`src/rtl/fpdiv_pkg.sv`:
```
package fpdiv_pkg;
  typedef struct packed {
    logic load;
    logic prep;
    logic step;
    logic rnd;
    logic fin;
  } divStrobe_t;

  typedef struct packed {
    logic bZero;
    logic aZero;
    logic expOvf;
    logic expUnf;
  } divStat_t;

  typedef enum logic [2:0] {
    K_NORM = 3'd0,
    K_ZERO = 3'd1,
    K_DZ   = 3'd2,
    K_OVF  = 3'd3,
    K_UNF  = 3'd4
  } resKind_t;
endpackage

```
`src/rtl/fpdiv_dp.sv`:
```
module fpdiv_dp
  import fpdiv_pkg::*;
#(
  parameter int EXP_W = 8,
  parameter int MAN_W = 16,
  parameter int BIAS  = 127
) (
  input  logic                   clk,
  input  logic                   rstN,
  input  divStrobe_t             stb,
  input  logic [EXP_W+MAN_W-1:0] aIn,
  input  logic [EXP_W+MAN_W-1:0] bIn,
  input  logic                   rndIn,
  input  logic                   satIn,
  input  logic                   clrFlags,
  output divStat_t               stat,
  output logic [EXP_W+MAN_W-1:0] quotient,
  output logic                   done,
  output logic                   err,
  output logic                   ovfFlag,
  output logic                   unfFlag,
  output logic                   dzFlag
);
  localparam int W    = EXP_W + MAN_W;
  localparam int EW   = EXP_W + 2;
  localparam int EMAX = (1 << EXP_W) - 1;
  localparam int FR_W = MAN_W - 1;

  logic [W-1:0]           aR, bR;
  logic                   rndR, satR, signR, inBit;
  logic [MAN_W-1:0]       remR, quoR;
  logic signed [EW-1:0]   expR;
  resKind_t               kindR;

  logic [EXP_W-1:0]       aExp, bExp;
  logic [MAN_W-1:0]       maC, mbC;
  logic [MAN_W:0]         mbX, trialC, diffC, nextC, sumC;
  logic                   alignC, incC, nbC;
  logic signed [EW-1:0]   expC;

  assign aExp   = aR[W-1 -: EXP_W];
  assign bExp   = bR[W-1 -: EXP_W];
  assign maC    = {1'b1, aR[FR_W-1:0]};
  assign mbC    = {1'b1, bR[FR_W-1:0]};
  assign mbX    = {1'b0, mbC};
  assign alignC = (maC >= mbC);
  assign expC   = $signed({2'b00, aExp}) - $signed({2'b00, bExp})
                + $signed(EW'(BIAS - 1)) + $signed({{(EW-1){1'b0}}, alignC});

  assign stat.bZero  = (bExp == '0);
  assign stat.aZero  = (aExp == '0);
  assign stat.expOvf = (expC > $signed(EW'(EMAX)));
  assign stat.expUnf = (expC <= $signed(EW'(0)));

  assign trialC = {remR, inBit};
  assign diffC  = trialC - mbX;
  assign nextC  = {remR, 1'b0};
  assign nbC    = (nextC >= mbX);
  assign incC   = rndR & quoR[0] & nbC;
  assign sumC   = {1'b0, quoR} + {{MAN_W{1'b0}}, incC};

  always_ff @(posedge clk or negedge rstN) begin
    if (!rstN) begin
      aR <= '0; bR <= '0; rndR <= 1'b0; satR <= 1'b0;
      signR <= 1'b0; inBit <= 1'b0; remR <= '0; quoR <= '0;
      expR <= '0; kindR <= K_ZERO;
    end else begin
      if (stb.load) begin
        aR <= aIn; bR <= bIn; rndR <= rndIn; satR <= satIn;
      end
      if (stb.prep) begin
        signR <= aR[FR_W] ^ bR[FR_W];
        expR  <= expC;
        quoR  <= '0;
        if (alignC) begin
          remR  <= {1'b0, maC[MAN_W-1:1]};
          inBit <= maC[0];
        end else begin
          remR  <= maC;
          inBit <= 1'b0;
        end
        if (stat.bZero)       kindR <= K_DZ;
        else if (stat.aZero)  kindR <= K_ZERO;
        else if (stat.expOvf) kindR <= K_OVF;
        else if (stat.expUnf) kindR <= K_UNF;
        else                  kindR <= K_NORM;
      end
      if (stb.step) begin
        inBit <= 1'b0;
        if (trialC >= mbX) begin
          remR <= diffC[MAN_W-1:0];
          quoR <= {quoR[MAN_W-2:0], 1'b1};
        end else begin
          remR <= trialC[MAN_W-1:0];
          quoR <= {quoR[MAN_W-2:0], 1'b0};
        end
      end
      if (stb.rnd) begin
        if (sumC[MAN_W]) begin
          quoR <= {1'b1, {(MAN_W-1){1'b0}}};
          expR <= expR + $signed(EW'(1));
          if (expR == $signed(EW'(EMAX))) kindR <= K_OVF;
        end else begin
          quoR <= sumC[MAN_W-1:0];
        end
      end
    end
  end

  always_ff @(posedge clk or negedge rstN) begin
    if (!rstN) begin
      quotient <= '0; done <= 1'b0; err <= 1'b0;
      ovfFlag <= 1'b0; unfFlag <= 1'b0; dzFlag <= 1'b0;
    end else begin
      done    <= stb.fin;
      ovfFlag <= (ovfFlag & ~clrFlags) | (stb.fin & (kindR == K_OVF));
      unfFlag <= (unfFlag & ~clrFlags) | (stb.fin & (kindR == K_UNF));
      dzFlag  <= (dzFlag  & ~clrFlags) | (stb.fin & (kindR == K_DZ));
      if (stb.fin) begin
        err <= (kindR == K_DZ) || (kindR == K_OVF) || (kindR == K_UNF);
        unique case (kindR)
          K_NORM:  quotient <= {expR[EXP_W-1:0], signR, quoR[FR_W-1:0]};
          K_OVF:   quotient <= satR ? {{EXP_W{1'b1}}, signR, {FR_W{1'b1}}} : '0;
          K_UNF:   quotient <= satR ? {{(EXP_W-1){1'b0}}, 1'b1, signR, {FR_W{1'b0}}} : '0;
          default: quotient <= '0;
        endcase
      end
    end
  end
endmodule

```
`src/rtl/fpdiv_ctl.sv`:
```
module fpdiv_ctl
  import fpdiv_pkg::*;
#(
  parameter int MAN_W = 16
) (
  input  logic       clk,
  input  logic       rstN,
  input  logic       start,
  input  divStat_t   stat,
  output divStrobe_t stb
);
  localparam int CNT_W = $clog2(MAN_W + 1);

  typedef enum logic [2:0] {S_IDLE, S_PREP, S_STEP, S_RND, S_FIN} ctlState_t;

  ctlState_t        state;
  logic [CNT_W-1:0] stepCnt;

  always_comb begin
    stb      = '0;
    stb.load = (state == S_IDLE) && start;
    stb.prep = (state == S_PREP);
    stb.step = (state == S_STEP);
    stb.rnd  = (state == S_RND);
    stb.fin  = (state == S_FIN);
  end

  always_ff @(posedge clk or negedge rstN) begin
    if (!rstN) begin
      state   <= S_IDLE;
      stepCnt <= '0;
    end else begin
      unique case (state)
        S_IDLE: if (start) state <= S_PREP;
        S_PREP: begin
          stepCnt <= '0;
          if (stat.bZero || stat.aZero || stat.expOvf || stat.expUnf) state <= S_FIN;
          else state <= S_STEP;
        end
        S_STEP: begin
          stepCnt <= stepCnt + 1'b1;
          if (stepCnt == CNT_W'(MAN_W - 1)) state <= S_RND;
        end
        S_RND:   state <= S_FIN;
        default: state <= S_IDLE;
      endcase
    end
  end
endmodule

```
`src/rtl/fpdiv_top.sv`:
```
module fpdiv_top
  import fpdiv_pkg::*;
#(
  parameter int EXP_W = 8,
  parameter int MAN_W = 16,
  parameter int BIAS  = 127
) (
  input  logic                   clk,
  input  logic                   rstN,
  input  logic                   start,
  input  logic [EXP_W+MAN_W-1:0] dividend,
  input  logic [EXP_W+MAN_W-1:0] divisor,
  input  logic                   rndEn,
  input  logic                   satEn,
  input  logic                   clrFlags,
  output logic [EXP_W+MAN_W-1:0] quotient,
  output logic                   done,
  output logic                   err,
  output logic                   ovfFlag,
  output logic                   unfFlag,
  output logic                   dzFlag
);
  divStrobe_t stb;
  divStat_t   stat;

  fpdiv_ctl #(.MAN_W(MAN_W)) u_ctl (
    .clk(clk), .rstN(rstN), .start(start), .stat(stat), .stb(stb)
  );

  fpdiv_dp #(.EXP_W(EXP_W), .MAN_W(MAN_W), .BIAS(BIAS)) u_dp (
    .clk(clk), .rstN(rstN), .stb(stb), .aIn(dividend), .bIn(divisor),
    .rndIn(rndEn), .satIn(satEn), .clrFlags(clrFlags), .stat(stat),
    .quotient(quotient), .done(done), .err(err),
    .ovfFlag(ovfFlag), .unfFlag(unfFlag), .dzFlag(dzFlag)
  );
endmodule

```
`config.mk`:
```
export PLATFORM = sky130hd
export DESIGN_NAME = fpdiv_top
export DESIGN_NICKNAME = d
export VERILOG_FILES = /design/src/rtl/fpdiv_pkg.sv /design/src/rtl/fpdiv_dp.sv /design/src/rtl/fpdiv_ctl.sv /design/src/rtl/fpdiv_top.sv
export SDC_FILE = /design/constraint.sdc
export NUM_CORES = 1
export LEC_CHECK = 0
export BUFFER_PORTS_ARGS = -buffer_cell sky130_fd_sc_hd__buf_2
export CAP_MARGIN = 40
export CORE_ASPECT_RATIO = 0.6
export CORE_MARGIN = 4
export CORE_UTILIZATION = 60
export DETAILED_ROUTE_END_ITERATION = 6
export PLACE_DENSITY = 0.89
export SKIP_LAST_GASP = 1
export SLEW_MARGIN = 20
export SYNTH_ARGS = -nofsm -noshare
export SYNTH_HDL_FRONTEND = slang
export SYNTH_SLANG_ARGS = --single-unit
```
`constraint.sdc`:
```
create_clock -name clk -period 5.2 [get_ports clk]
set_input_delay 1.04 -clock clk [delete_from_list [all_inputs] [get_ports clk]]
set_output_delay 1.04 -clock clk [all_outputs]
set_load 0.05 [all_outputs]
```
==> flow_summary.toml <==
[run_status]
status = "completed"

[timing]
finalHoldViolCount = 0
finalCriticalPeriod_ns = 4.38
fin_crit_sh_pct = 84.2
tightest_slew_ns = 0.787
fmax_mhz = 228
hold-worst-slack_ns = 0.476
setup_ws_ns = 0.821
tns_ns = 0
clock_skew_ns = 0.0103
maxSlewViolCount = 0
maxSlewHeadroom_pct = 47.6
rsz0062_at_grt = "no"
setup_viol = 0

[die]
dieArea_sq_um = 15300
die_w_um = 157
start_util_pct = 61.9
io_pins = 83
num_rows = 32
die_height_um = 97.5
coreArea_sq_um = 12900

[placement]
dp_worst_setup_slack_ns = 1.01
place_area_sq_um = 8600
place_congestion = 0.955
post-dp-hpwl_um = 14800
dp_cells = 1094
numPortBuffers = 82

[grt]
grt_pass1_wl_um = 35300
grt_max_degree = 73
first_global_vias = 7090
antenna_found_initial = 0
track_usage_pct = 28.7
grt_overflow = 0

[setup_path]
startpoint = "u_dp.remR[12]"
r2r_cells = 17
rr_endpoint = "u_dp.expR[2]"
end_kind = "flop"
reg2reg_slack_ns = 0.82
critPathKind = "flop to flop"
cp.required_ns = 5.52
critPathMaxFanout = 8
setup.worst_path.end = "u_dp.expR[2]"
worstSetupStartpointType = "flop"
cp.arrival_ns = 4.70
worstReg2RegStart = "u_dp.remR[12]"

[cts]
ctsHtreeMaxLevel = 4
root_buffer = "clkbuf_16"
clk_path_buf_depth = 2
post_cts_buffers = 0
cts.sinks = 134
clk_pin_slew_ns = 0.06
clock_latency_ns = 0.43
cts_buffers = 17
tritoncts = "yes"
hold_buffers = 0
cts_resized = 0

[layout]
postLayoutCoreUtil_pct = 71.7
fillers = 907
final_cells = 1125
design_area_sq_um = 9280
num-nets-final = 1045
drive_gt1_share_pct = 19.5
area_delta_synth_final_pct = 15.9
insertedDiodeCount = 0
final_common_cell = "dfrtp_1"
multi_input_area_sq_um = 4320
seq_area_sq_um = 3350
final_cell_mix = "dfrtp_1, nand2_1, o21ai_0"

[logic_synthesis]
netlist_top_cells_area = "dfrtp_1, ha_1, o21ai_0, mux2_2, nand2_1"
netlist_area_sq_um = 8000
synth_ff_type = "dfrtp_1"
async_flop_share_pct = 100
synth_cells = 871
ys_types = 77
ys_warn_count = 0
syn_area_per_cell_sq_um = 9.19
synth_top_cell_by_area = "dfrtp_1"
synth.top_cell.area_share_pct = 41.6
ys_seq_area_share_pct = 41.9
synth_fp_nets = 973
synth-edff-count = 0
ys_seq_elements = 134

[power_and_ir_drop]
p_seq_share_pct = 24.6
vdd_ir_drop_max_mv = 0.518
pwr-share-clk_pct = 18.1
p_per_area_nw_per_um2 = 830
internal-power_mw = 4.16
p_leak_nw = 4.18
power_frac_comb_pct = 57.3
netSwitchingPower_mw = 3.54
switching_share_pct = 46.0
p_total_mw = 7.70

[route]
drc = 0
dr.first_iter.drc_count = 767
via_count = 7157
wl_met2_um = 9310
routedWlPerCell_um = 18.7
vias_per_cell = 6.36
dr.pass1.iters = 6
drt_wl_total_um = 21000
wl_met1_um = 9270
ant_nets = 0
wl_met3_um = 2060
highest_layer = "met4"

[job]
maxCapViolations = 0

[min_path]
hold_class = "flop to flop"
## cell families (layout without fill, tap and decap cells)
| logic type | Yosys count | after routing | share of synthesized area, % |
|---|---|---|---|
| multiplexers | 44 | 44 | 6.13 |
| AO/OA/AOI/OAI | 277 | 277 | 22.3 |
| XOR/XNOR | 23 | 23 | 2.61 |
| adder cells (fa/ha/maj) | 48 | 48 | 7.69 |
| buffers and inverters | 87 | 171 | 4.30 |
| AND/OR/NAND/NOR | 258 | 258 | 15.1 |
| flip-flops | 134 | 134 | 41.9 |
## per-layer routing
metal	vias up	track usage, %
met1	3418	41.4
met3	52	7.34
met5	-	0
met2	369	42.3
met4	0	9.72
li1	3318	-
## cells in the mapped netlist (6+ instances only)
library cell and n:
ha_1 46, nand4_1 9, o22ai_1 13, xor2_1 8
a21oi_1 63, nor3_1 12, inv_1 43, nand3_1 31
a21o_1 19, and3_1 7, a211oi_1 9, buf_2 8
nand2b_1 6, clkbuf_1 33, nand2_1 94, o21a_1 8
nor2_1 63, mux2_2 38, xnor2_1 14, o21ai_0 89
dfrtp_1 133
## power groups by stage
stage / logic [mW] / registers (mW) / clock network (mW)
4_1_cts: 4.32 / 1.87 / 1.40
3_3_place_gp: 4.08 / 1.86 / 0
3_5_place_dp: 4.24 / 1.88 / 0
6_report: 4.41 / 1.89 / 1.39
5_1_grt: 4.83 / 1.95 / 1.44
2_1_floorplan: 3.16 / 1.94 / 0
## critical path: stages, from the launching register on
cell and delay (ns):
dfrtp_1 0.40, ha_1 0.41, and3_1 0.20, and2_1 0.18, o21ai_0 0.11, o21bai_1 0.22
a21o_1 0.18, o211a_1 0.17, ha_1 0.18, ha_1 0.26, nand4_1 0.29, nor3_2 0.34
nand4_1 0.17, nor2_1 0.17, nand3_1 0.34, nand2_1 0.26, o21ai_1 0.11, a221oi_1 0.29
## worst min-delay path by stage
stage / cells after the start / slack, ns / from / to
after CTS: 2 / 0.48 / u_dp.quotient[7] / u_dp.quotient[7]
after global placement: 2 / 0.46 / u_dp.quotient[9] / u_dp.quotient[9]
after detailed placement: 2 / 0.47 / u_dp.quotient[7] / u_dp.quotient[7]
final: 2 / 0.48 / u_dp.quotient[10] / u_dp.quotient[10]
after floorplan: 2 / 0.44 / u_dp.signR / u_dp.signR
after global routing: 2 / 0.50 / u_dp.quotient[14] / u_dp.quotient[14]
## final cells by class
type / instances / area share, %
Clock buffer: 19 / 4.88
Sequential cell: 134 / 36.2
Multi-Input combinational cell: 650 / 46.6
Inverter: 45 / 1.82
Clock inverter: 12 / 2.41
Tap cell: 170 / 2.29
Timing Repair Buffer: 95 / 5.84
## sequential cells by signal, summed over array words and instances, names as in the netlist, 3 cells and up
name           flops
u_dp.aR           24
u_dp.bR           24
u_dp.quotient     24
u_dp.quoR         16
u_dp.remR         16
u_dp.expR         10
u_ctl.stepCnt      5
u_ctl.state        3
u_dp.kindR         3
(Power assumes the default switching activity.)
